--- src/rtl/wf_pkg.sv ---
package wf_pkg;
  typedef enum logic [1:0] {
    ST_IDLE = 2'd0,
    ST_INIT = 2'd1,
    ST_ITER = 2'd2,
    ST_SUM  = 2'd3
  } wf_state_e;
endpackage

--- src/rtl/wf_perf_table.sv ---
module wf_perf_table #(
  parameter int NUM_KERN = 3,
  parameter int MAX_CTA  = 8,
  parameter int PERF_W   = 8,
  parameter int CW       = 4,
  parameter int KW       = 2
) (
  input  logic                     clk,
  input  logic                     rst_n,
  input  logic                     wr_en,
  input  logic [KW-1:0]            wr_kern,
  input  logic [CW-1:0]            wr_cnt,
  input  logic [PERF_W-1:0]        wr_perf,
  input  logic [NUM_KERN*CW-1:0]   rd_cnt,
  output logic [NUM_KERN*PERF_W-1:0] rd_perf
);
  localparam int DEPTH = MAX_CTA + 1;

  logic [PERF_W-1:0] mem_q [NUM_KERN][DEPTH];

  for (genvar gk = 0; gk < NUM_KERN; gk++) begin : g_kern
    for (genvar gc = 0; gc < DEPTH; gc++) begin : g_cnt
      logic ent_en;
      assign ent_en = wr_en && (int'(wr_kern) == gk) && (int'(wr_cnt) == gc);
      always_ff @(posedge clk or negedge rst_n) begin
        if (!rst_n) begin
          mem_q[gk][gc] <= '0;
        end else if (ent_en) begin
          mem_q[gk][gc] <= wr_perf;
        end
      end
    end

    logic [CW-1:0] sel_cnt;
    assign sel_cnt = rd_cnt[gk*CW +: CW];
    always_comb begin
      rd_perf[gk*PERF_W +: PERF_W] = '0;
      for (int c = 0; c < DEPTH; c++) begin
        if (int'(sel_cnt) == c) rd_perf[gk*PERF_W +: PERF_W] = mem_q[gk][c];
      end
    end
  end
endmodule

--- src/rtl/wf_elig.sv ---
module wf_elig #(
  parameter int NUM_KERN = 3,
  parameter int MAX_CTA  = 8,
  parameter int RES_W    = 10,
  parameter int CW       = 4,
  parameter int UW       = 14
) (
  input  logic [UW-1:0]             used_res,
  input  logic [UW-1:0]             budget,
  input  logic [CW-1:0]             total,
  input  logic [NUM_KERN*RES_W-1:0] kern_res,
  input  logic [NUM_KERN-1:0]       active,
  output logic [NUM_KERN-1:0]       elig
);
  localparam logic [CW-1:0] CAP = CW'(MAX_CTA);

  logic below_cap;
  assign below_cap = (total < CAP);

  for (genvar gk = 0; gk < NUM_KERN; gk++) begin : g_fit
    logic [UW:0] need;
    logic        fits;
    assign need = {1'b0, used_res} + (UW+1)'(kern_res[gk*RES_W +: RES_W]);
    assign fits = (need <= {1'b0, budget});
    assign elig[gk] = active[gk] && fits && below_cap;
  end
endmodule

--- src/rtl/wf_min_sel.sv ---
module wf_min_sel #(
  parameter int NUM_KERN = 3,
  parameter int PERF_W   = 8,
  parameter int KW       = 2
) (
  input  logic                       clk,
  input  logic                       rst_n,
  input  logic [NUM_KERN*PERF_W-1:0] perf,
  input  logic [NUM_KERN-1:0]        cand,
  output logic                       found,
  output logic [KW-1:0]              win_idx,
  output logic [NUM_KERN-1:0]        win_oh
);
  logic [PERF_W-1:0] best_perf;

  always_comb begin
    found     = 1'b0;
    win_idx   = '0;
    best_perf = '0;
    for (int k = 0; k < NUM_KERN; k++) begin
      if (cand[k] && (!found || (perf[k*PERF_W +: PERF_W] < best_perf))) begin
        found     = 1'b1;
        win_idx   = KW'(k);
        best_perf = perf[k*PERF_W +: PERF_W];
      end
    end
    win_oh = '0;
    if (found) win_oh[win_idx] = 1'b1;
  end

  AST_WIN_ONEHOT: assert property (@(posedge clk) disable iff (!rst_n)
    $onehot0(win_oh));
  AST_WIN_IS_CAND: assert property (@(posedge clk) disable iff (!rst_n)
    found |-> ((win_oh & ~cand) == '0));
endmodule

--- src/rtl/wf_partition_engine.sv ---
module wf_partition_engine #(
  parameter int NUM_KERN = 3,
  parameter int MAX_CTA  = 8,
  parameter int PERF_W   = 8,
  parameter int RES_W    = 10,
  localparam int CW      = $clog2(MAX_CTA + 1),
  localparam int KW      = (NUM_KERN > 1) ? $clog2(NUM_KERN) : 1,
  localparam int UW      = RES_W + CW,
  localparam int SW      = PERF_W + $clog2(NUM_KERN + 1)
) (
  input  logic                       clk,
  input  logic                       rst_n,
  input  logic                       tbl_we,
  input  logic [KW-1:0]              tbl_kern,
  input  logic [CW-1:0]              tbl_cnt,
  input  logic [PERF_W-1:0]          tbl_perf,
  input  logic [NUM_KERN*RES_W-1:0]  kern_res,
  input  logic [UW-1:0]              res_budget,
  input  logic [SW-1:0]              share_thresh,
  input  logic                       start,
  output logic                       busy,
  output logic                       done,
  output logic                       intra_share,
  output logic [NUM_KERN*CW-1:0]     cta_cnt
);
  import wf_pkg::*;

  localparam logic [KW-1:0] LAST_K = KW'(NUM_KERN - 1);

  // reset: asynchronous assert, synchronous release
  logic rst_s1_q, rst_s2_q;
  always_ff @(posedge clk or negedge rst_n) begin
    if (!rst_n) begin
      rst_s1_q <= 1'b0;
      rst_s2_q <= 1'b0;
    end else begin
      rst_s1_q <= 1'b1;
      rst_s2_q <= rst_s1_q;
    end
  end
  logic rst_ni;
  assign rst_ni = rst_s2_q;

  wf_state_e             state_q, state_d;
  logic [KW-1:0]         idx_q, idx_d;
  logic [CW-1:0]         cnt_q [NUM_KERN];
  logic [CW-1:0]         cnt_d [NUM_KERN];
  logic [UW-1:0]         used_q, used_d;
  logic [CW-1:0]         total_q, total_d;
  logic [NUM_KERN-1:0]   active_q, active_d;
  logic                  done_q, done_d;
  logic                  intra_q, intra_d;
  logic                  upd_en;

  logic [NUM_KERN*CW-1:0]     cnt_flat;
  logic [NUM_KERN*PERF_W-1:0] cur_perf;
  logic [NUM_KERN-1:0]        elig;
  logic                       found;
  logic [KW-1:0]              win_idx;
  logic [NUM_KERN-1:0]        win_oh;
  logic [SW-1:0]              perf_sum;

  for (genvar gk = 0; gk < NUM_KERN; gk++) begin : g_flat
    assign cnt_flat[gk*CW +: CW] = cnt_q[gk];
  end

  wf_perf_table #(
    .NUM_KERN(NUM_KERN), .MAX_CTA(MAX_CTA), .PERF_W(PERF_W), .CW(CW), .KW(KW)
  ) u_table (
    .clk     (clk),
    .rst_n   (rst_ni),
    .wr_en   (tbl_we),
    .wr_kern (tbl_kern),
    .wr_cnt  (tbl_cnt),
    .wr_perf (tbl_perf),
    .rd_cnt  (cnt_flat),
    .rd_perf (cur_perf)
  );

  wf_elig #(
    .NUM_KERN(NUM_KERN), .MAX_CTA(MAX_CTA), .RES_W(RES_W), .CW(CW), .UW(UW)
  ) u_elig (
    .used_res (used_q),
    .budget   (res_budget),
    .total    (total_q),
    .kern_res (kern_res),
    .active   (active_q),
    .elig     (elig)
  );

  wf_min_sel #(
    .NUM_KERN(NUM_KERN), .PERF_W(PERF_W), .KW(KW)
  ) u_min (
    .clk     (clk),
    .rst_n   (rst_ni),
    .perf    (cur_perf),
    .cand    (elig),
    .found   (found),
    .win_idx (win_idx),
    .win_oh  (win_oh)
  );

  // throughput sum over kernels holding at least one CTA
  always_comb begin
    perf_sum = '0;
    for (int k = 0; k < NUM_KERN; k++) begin
      if (cnt_q[k] != '0) perf_sum = perf_sum + SW'(cur_perf[k*PERF_W +: PERF_W]);
    end
  end

  // next-state logic
  always_comb begin
    state_d  = state_q;
    idx_d    = idx_q;
    used_d   = used_q;
    total_d  = total_q;
    active_d = active_q;
    done_d   = 1'b0;
    intra_d  = intra_q;
    upd_en   = 1'b0;
    for (int k = 0; k < NUM_KERN; k++) cnt_d[k] = cnt_q[k];

    unique case (state_q)
      ST_IDLE: begin
        if (start) begin
          upd_en   = 1'b1;
          state_d  = ST_INIT;
          idx_d    = '0;
          used_d   = '0;
          total_d  = '0;
          active_d = '1;
          intra_d  = 1'b0;
          for (int k = 0; k < NUM_KERN; k++) cnt_d[k] = '0;
        end
      end
      ST_INIT: begin
        upd_en = 1'b1;
        if (elig[idx_q]) begin
          cnt_d[idx_q] = CW'(1);
          used_d       = used_q + UW'(kern_res[idx_q*RES_W +: RES_W]);
          total_d      = total_q + CW'(1);
        end else begin
          active_d[idx_q] = 1'b0;
        end
        if (idx_q == LAST_K) state_d = ST_ITER;
        else                 idx_d   = idx_q + KW'(1);
      end
      ST_ITER: begin
        upd_en = 1'b1;
        if (found) begin
          cnt_d[win_idx] = cnt_q[win_idx] + CW'(1);
          used_d         = used_q + UW'(kern_res[win_idx*RES_W +: RES_W]);
          total_d        = total_q + CW'(1);
          active_d       = active_q & elig;
        end else begin
          state_d = ST_SUM;
        end
      end
      ST_SUM: begin
        upd_en  = 1'b1;
        intra_d = (perf_sum > share_thresh);
        done_d  = 1'b1;
        state_d = ST_IDLE;
      end
      default: state_d = ST_IDLE;
    endcase
  end

  // registers
  always_ff @(posedge clk or negedge rst_ni) begin
    if (!rst_ni) begin
      state_q  <= ST_IDLE;
      idx_q    <= '0;
      used_q   <= '0;
      total_q  <= '0;
      active_q <= '0;
      done_q   <= 1'b0;
      intra_q  <= 1'b0;
      for (int k = 0; k < NUM_KERN; k++) cnt_q[k] <= '0;
    end else begin
      done_q <= done_d;
      if (upd_en) begin
        state_q  <= state_d;
        idx_q    <= idx_d;
        used_q   <= used_d;
        total_q  <= total_d;
        active_q <= active_d;
        intra_q  <= intra_d;
        for (int k = 0; k < NUM_KERN; k++) cnt_q[k] <= cnt_d[k];
      end
    end
  end

  assign busy        = (state_q != ST_IDLE);
  assign done        = done_q;
  assign intra_share = intra_q;
  assign cta_cnt     = cnt_flat;

  AST_BUDGET_HELD: assert property (@(posedge clk) disable iff (!rst_ni)
    busy |-> (used_q <= res_budget));
  AST_CTA_CAP: assert property (@(posedge clk) disable iff (!rst_ni)
    total_q <= CW'(MAX_CTA));
  AST_ONE_GRANT: assert property (@(posedge clk) disable iff (!rst_ni)
    (state_q == ST_ITER && found) |=> (total_q == $past(total_q) + CW'(1)));
  AST_GRANT_ELIG: assert property (@(posedge clk) disable iff (!rst_ni)
    (state_q == ST_ITER && found) |-> elig[win_idx]);
  AST_DONE_PULSE: assert property (@(posedge clk) disable iff (!rst_ni)
    done |=> !done);
  AST_HOLD_IDLE: assert property (@(posedge clk) disable iff (!rst_ni)
    (!busy && !start) |=> $stable(cta_cnt) && $stable(intra_share));
  AST_START_IGNORED: assert property (@(posedge clk) disable iff (!rst_ni)
    (state_q != ST_IDLE && state_q != ST_SUM && start) |=> busy);
endmodule

--- config.mk ---
export PLATFORM = sky130hd
export DESIGN_NAME = wf_partition_engine
export DESIGN_NICKNAME = d
export VERILOG_FILES = /design/src/rtl/wf_pkg.sv /design/src/rtl/wf_perf_table.sv /design/src/rtl/wf_elig.sv /design/src/rtl/wf_min_sel.sv /design/src/rtl/wf_partition_engine.sv
export SDC_FILE = /design/constraint.sdc
export NUM_CORES = 1
export LEC_CHECK = 0
export BUFFER_PORTS_ARGS = -buffer_cell sky130_fd_sc_hd__buf_2
export CORE_MARGIN = 4
export CORE_UTILIZATION = 25
export DETAILED_ROUTE_END_ITERATION = 8
export GPL_TIMING_DRIVEN = 1
export PLACE_DENSITY = 0.48
export SLEW_MARGIN = 10
export SYNTH_ARGS = -nofsm -noshare
export SYNTH_HDL_FRONTEND = slang
export SYNTH_HIERARCHICAL = 1
export SYNTH_SLANG_ARGS = --single-unit
--- constraint.sdc ---
create_clock -name clk -period 7.8 [get_ports clk]
set_clock_uncertainty 0.2 [all_clocks]
set_input_delay 1.56 -clock clk [delete_from_list [all_inputs] [get_ports clk]]
set_output_delay 1.56 -clock clk [all_outputs]
set_load 0.05 [all_outputs]
==> results.sh, run 1 <==
export IMPL_wl_per_cell_um=18.7
export IMPL_fillCellCount=7131
export IMPL_post_place_ws_ps=-2030
export IMPL_grt_busiest_layer="met2"
export IMPL_regArea_mm2=0.00644
export IMPL_seq_power_share=0.242
export IMPL_die_width_um=272
export IMPL_tightestPinTransition_ps=1170
export IMPL_drc_errors=0
export IMPL_grt_pass1_vias=15135
export IMPL_crit_top_cell="a21oi_2"
export IMPL_worst_slack_ps=-1260
export IMPL_cts_buffer_depth=3
export IMPL_synthCells=1710
export IMPL_cts_tree="yes"
export IMPL_vias=14546
export IMPL_irDropWorstVdd_mv=0.178
export IMPL_final_max_slew_violation_count=0
export IMPL_grt_max_degree=80
export IMPL_timing_max_cap_violations=0
export IMPL_die_area_mm2=0.0742
export IMPL_crit_type="in -> reg"
export IMPL_drt_wl_total_mm=54.8
export IMPL_fin_hold_ws_ps=148
export IMPL_synth_net_count=1916
export IMPL_synth_area_mm2=0.0175
export IMPL_cpPeakStageDelay_ps=550
export IMPL_path_buf_inv=5
export IMPL_initial_utilization=0.254
export IMPL_via_per_inst=4.97
export IMPL_dpl_cell_area_mm2=0.0205
export IMPL_row_count=96
export IMPL_fmax_mhz=110
export IMPL_num_io_pins=87
export IMPL_power_frac_comb=0.560
export IMPL_syn_to_final_growth_pct=26.0
export IMPL_grt_pass1_wl_mm=85.4
export IMPL_place_gp_congestion=0.861
export IMPL_numCtsBuffers=29
export IMPL_clockPowerShare=0.198
export IMPL_start_kind="primary input"
export IMPL_final_cell_area_mm2=0.0220
export IMPL_grt_usage=0.143
export IMPL_cp_end_kind="register"
export IMPL_worstPathArrival_ps=9280
export IMPL_run_status="finished, violations left"
export IMPL_power_density_mw_per_mm2=319
export IMPL_failed_checks="setup timing"
export IMPL_grt_use_met3=0.0166
export IMPL_p_sw_frac=0.399
export IMPL_path_clk_slew_ps=60
export IMPL_drive_gt1_frac=0.355
export IMPL_worstHoldPathType="reg -> reg"
export IMPL_ys_warn_count=6
export IMPL_p_int_w=0.00423
export IMPL_cts_sinks=257
export IMPL_p_switching_w=0.00281
export IMPL_cts_root_buf="clkbuf_16"
export IMPL_worst_path_max_delay_cell="or4b_4"
export IMPL_num_antenna_cells=0
export IMPL_htree_levels=1
export IMPL_required_ps=8020
export IMPL_core_area_mm2=0.0689
export IMPL_hold_violations=0
export IMPL_critPathMaxFanout=7
export IMPL_grt_antenna_before_repair=0
export IMPL_p_leak_nw=10.2
export IMPL_crit_family="compound AO/OA/AOI/OAI gates"
export IMPL_finalSetupViolations=25
export IMPL_grtUsageMet1=0.193
export IMPL_multi_input_area_mm2=0.0109
export IMPL_p_total_w=0.00703
export IMPL_nets=2180
export IMPL_clock_latency_ps=550
export IMPL_grt_overflow=0
export IMPL_slew_headroom=0.219
export IMPL_post_route_min_period_ps=9060
export IMPL_drt_iter0_drc=904
export IMPL_syn_avg_cell_area_um2=10.2
export IMPL_drtAntennaViolNets=0
export IMPL_final_cells=2928
export IMPL_die_h_um=272
export IMPL_firstDrtPassIters=5
export IMPL_io_buffers=86
export IMPL_place_inst=2855
export IMPL_hpwl_mm=41.6
export IMPL_gr_usage_met2=0.242
export IMPL_fin_crit_sh=1.16
export IMPL_rsz0062_at_grt="yes"
## path summary, 6_finish.rpt
path                                   from                 end  slack (ps)  depth (start not counted)
max in group asynchronous            rst_ni  u_table/mem_q[119]        5710                          1
worst max-delay path            kern_res[2]          used_q[12]       -1260                         40
worst min register to register     rst_s1_q              rst_ni         150                          0
worst min-delay path               rst_s1_q              rst_ni         150                          0
worst max register to register    used_q[0]          used_q[12]        -640                         41
min in group asynchronous            rst_ni  u_table/mem_q[183]         190                          0
## metrics by stage
stage | utilization | setup TNS [ps]
floorplan | - | -18890
finish | 0.320 | -14080
global placement | 0.298 | -30130
detailed placement | 0.298 | -33270
CTS | 0.318 | -14630
global route | 0.320 | -21560
## power groups by stage
stage / logic (W) / clock network [W] / registers, W
floorplan: 0.00229 / 0 / 0.00171
global placement: 0.00341 / 0 / 0.00171
detailed placement: 0.00347 / 0 / 0.00172
CTS: 0.00383 / 0.00144 / 0.00170
global route: 0.00431 / 0.00149 / 0.00173
finish: 0.00394 / 0.00139 / 0.00170
## cell type report
cell class,instances,share of cell area
Multi-Input combinational cell,1292,0.496
Sequential cell,257,0.292
Timing Repair Buffer,313,0.100
Tap cell,931,0.0529
Clock buffer,44,0.0382
Inverter,81,0.0138
Clock inverter,10,0.00608
## routing by layer
metal	share of wire	vias up	routed length, um
met3	0.041	98	2220
met1	0.46	7227	25300
met5	0	-	0
li1	-	6910	-
met4	0.029	0	1600
met2	0.47	311	25700
## sequential cells by signal, indices dropped and copies added (netlist names), 2 cells and up
signal         cells
active_q           3
cta_cnt           12
idx_q              2
state_q            2
total_q            4
u_table/mem_q    216
used_q            14
## cells in the final DEF (no fill, tap or decap), types with 9 or more instances in the layout
master,n
dfrtp_1,254
nand3_1,30
a21oi_1,80
ha_4,12
nor3b_1,15
a22oi_1,16
o221ai_1,15
nor3_1,24
buf_4,215
nor2b_1,17
nand2_1,122
ha_1,113
o31ai_1,14
a21oi_2,15
clkbuf_16,29
nand2b_1,12
clkbuf_1,9
a22o_1,22
nand4_1,15
inv_1,77
nand3b_1,10
mux2i_1,39
xor2_1,11
buf_2,84
o21ai_0,69
xnor2_1,25
a21o_1,24
a21boi_0,10
buf_6,11
nor2_1,71
o21ai_1,17
mux2_2,222
a211oi_1,13
o21a_1,18
## worst reg2reg max path, delay by kind of cell (launching register included)
| kind | cells | cell delay, ps |
|---|---|---|
| buffers and inverters | 5 | 570 |
| adders and majority gates | 7 | 1700 |
| DFF | 1 | 440 |
| and+or+nand+nor | 10 | 1700 |
| muxes | 2 | 380 |
| xor gates and xnor gates | 1 | 120 |
| AOI/OAI and AO/OA | 16 | 3190 |
## timing repair
item | in CTS | in global routing
gates resized for setup | 59 | 31
pin swaps | 34 | 22
hold buffers | 0 | 0
endpoints found under the setup margin | 24 | 26
setup buffers | 17 | 2
cloned | 1 | 0
Power figures use the tool's default switching activity.
==> run 2: changes to the inputs <==
Settings changed: BUFFER_PORTS_ARGS -buffer_cell sky130_fd_sc_hd__buf_2 to default, DONT_BUFFER_PORTS from default to 1, GPL_ROUTABILITY_DRIVEN from default to 1, PLACE_DENSITY 0.48 to 0.47.
==> run 2 against run 1 <==
Effect of this change: the run still ends with setup timing left; setup slack worse by 69 ps; cell area fell by 2.4%; sequential power about the same; critical path type unchanged; critical endpoint is now used_q[10]; largest cell class unchanged.
==> results.sh, run 2 (synthesis gave the netlist of run 1 again) <==
export IMPL_final_cell_mix="dfrtp_1, mux2_2, buf_4, nand2_1, ha_1"
export IMPL_die_area_mm2=0.0742
export IMPL_nets=2080
export IMPL_largest_register="u_table/mem_q"
export IMPL_core_area_mm2=0.0689
export IMPL_start_kind="primary input"
export IMPL_cts_buffer_depth=3
export IMPL_crit_type="in -> reg"
export IMPL_critPathMaxFanout=7
export IMPL_cts_sinks=257
export IMPL_worstHoldPathType="reg -> reg"
export IMPL_final_cells=2826
export IMPL_final_common_cell="dfrtp_1"
export IMPL_row_count=96
export IMPL_num_antenna_cells=0
export IMPL_hold_violations=0
export IMPL_run_status="finished, violations left"
export IMPL_drc_errors=0
export IMPL_power_density_mw_per_mm2=324
export IMPL_dpl_cell_area_mm2=0.0200
export IMPL_fin_hold_ws_ps=150
export IMPL_tightestPinTransition_ps=1010
export IMPL_path_clk_slew_ps=60
export IMPL_cts_hold_buffers_added=0
export IMPL_failed_checks="setup timing"
export IMPL_cpPeakStageDelay_ps=570
export IMPL_die_h_um=272
export IMPL_cp_end_kind="register"
export IMPL_timing_max_cap_violations=0
export IMPL_grt_antenna_before_repair=2
export IMPL_drtAntennaViolNets=0
export IMPL_rsz0062_at_grt="yes"
export IMPL_place_gp_congestion=0.895
export IMPL_die_width_um=272
export IMPL_syn_to_final_growth_pct=23.0
export IMPL_place_inst=2751
export IMPL_clock_latency_ps=570
export IMPL_finalSetupViolations=25
export IMPL_vias=14206
export IMPL_drt_wl_total_mm=55.3
export IMPL_worst_slack_ps=-1330
export IMPL_irDropWorstVdd_mv=0.222
export IMPL_grt_pass1_wl_mm=85.6
export IMPL_cts_root_buf="clkbuf_16"
export IMPL_io_buffers=0
export IMPL_worstPathArrival_ps=9420
export IMPL_grt_max_degree=128
export IMPL_grt_pass1_vias=14691
export IMPL_largest_reg_flops=216
export IMPL_firstDrtPassIters=5
export IMPL_post_route_min_period_ps=9130
export IMPL_fin_crit_sh=1.17
export IMPL_initial_utilization=0.254
export IMPL_via_per_inst=5.03
export IMPL_wl_per_cell_um=19.6
export IMPL_required_ps=8090
export IMPL_worst_path_max_delay_cell="or4b_4"
export IMPL_p_leak_nw=9.72
export IMPL_htree_levels=1
export IMPL_drive_gt1_frac=0.320
export IMPL_drt_iter0_drc=788
export IMPL_fmax_mhz=110
export IMPL_final_cell_area_mm2=0.0215
export IMPL_final_max_slew_violation_count=0
export IMPL_numCtsBuffers=30
export IMPL_grt_usage=0.145
export IMPL_hpwl_mm=41.2
export IMPL_num_io_pins=87
export IMPL_slew_headroom=0.322
export IMPL_cts_tree="yes"
export IMPL_grt_overflow=0
==> run 2: worst max-delay path: cells and delay by family <==
| kind | cells | cell delay (ps) |
|---|---|---|
| AND/OR/NAND/NOR | 12 | 1940 |
| AO/OA/AOI/OAI | 19 | 3450 |
| XOR/XNOR | 1 | 170 |
| buffers and inverters | 5 | 670 |
| adder cells (fa/ha/maj) | 6 | 1580 |
==> run 2: power by group <==
| group | internal [W] | switching [W] |
|---|---|---|
| Combinational | 0.00184 | 0.00205 |
| Sequential | 0.00155 | 0.000174 |
| Clock | 0.000804 | 0.000559 |
| Total | 0.00419 | 0.00278 |
==> run 2: worst paths after layout <==
| kind | from | end | slack (ps) | cells past startpoint |
|---|---|---|---|---|
| worst min-delay path | rst_s1_q | rst_ni | 150 | 0 |
| min in group asynchronous | rst_ni | u_table/mem_q[180] | 240 | 0 |
| worst min register to register | rst_s1_q | rst_ni | 150 | 0 |
| worst max-delay path | kern_res[0] | used_q[10] | -1330 | 43 |
| max in group asynchronous | rst_ni | cta_cnt[0] | 5730 | 1 |
| worst max register to register | used_q[1] | used_q[10] | -810 | 41 |
==> run 2: through the flow <==
| stage | worst slack (ps) | utilization | total power [W] | setup TNS [ps] |
|---|---|---|---|---|
| 6_report | -1330 | 0.312 | 0.00697 | -16060 |
| 4_1_cts | -1130 | 0.308 | 0.00681 | -10760 |
| 3_3_place_gp | -1810 | 0.290 | 0.00506 | -27340 |
| 5_1_grt | -1650 | 0.312 | 0.00746 | -23510 |
| 3_5_place_dp | -1990 | 0.290 | 0.00513 | -29690 |
| 2_1_floorplan | -1530 | - | 0.00400 | -18890 |
==> run 2: area by class of cell <==
class / instances / area [um2]
Fill cell: 7186 / 47400
Multi-Input combinational cell: 1292 / 11000
Clock inverter: 6 / 66.3
Clock buffer: 47 / 885
Sequential cell: 257 / 6440
Timing Repair Buffer: 212 / 1680
Tap cell: 931 / 1160
Inverter: 81 / 304
==> run 2: routing by layer <==
metal,track usage,part of all wire,vias up
met5,0,0.00047,-
met4,0.0364,0.025,4
met3,0.0256,0.049,74
met2,0.248,0.48,296
met1,0.189,0.45,7112
li1,-,-,6720
==> run 2: repair_timing <==
item | CTS | global route
gates cloned | 1 | 0
pin swaps | 30 | 40
endpoints found under the setup margin | 23 | 26
resized for setup | 44 | 44
buffers inserted | 13 | 9
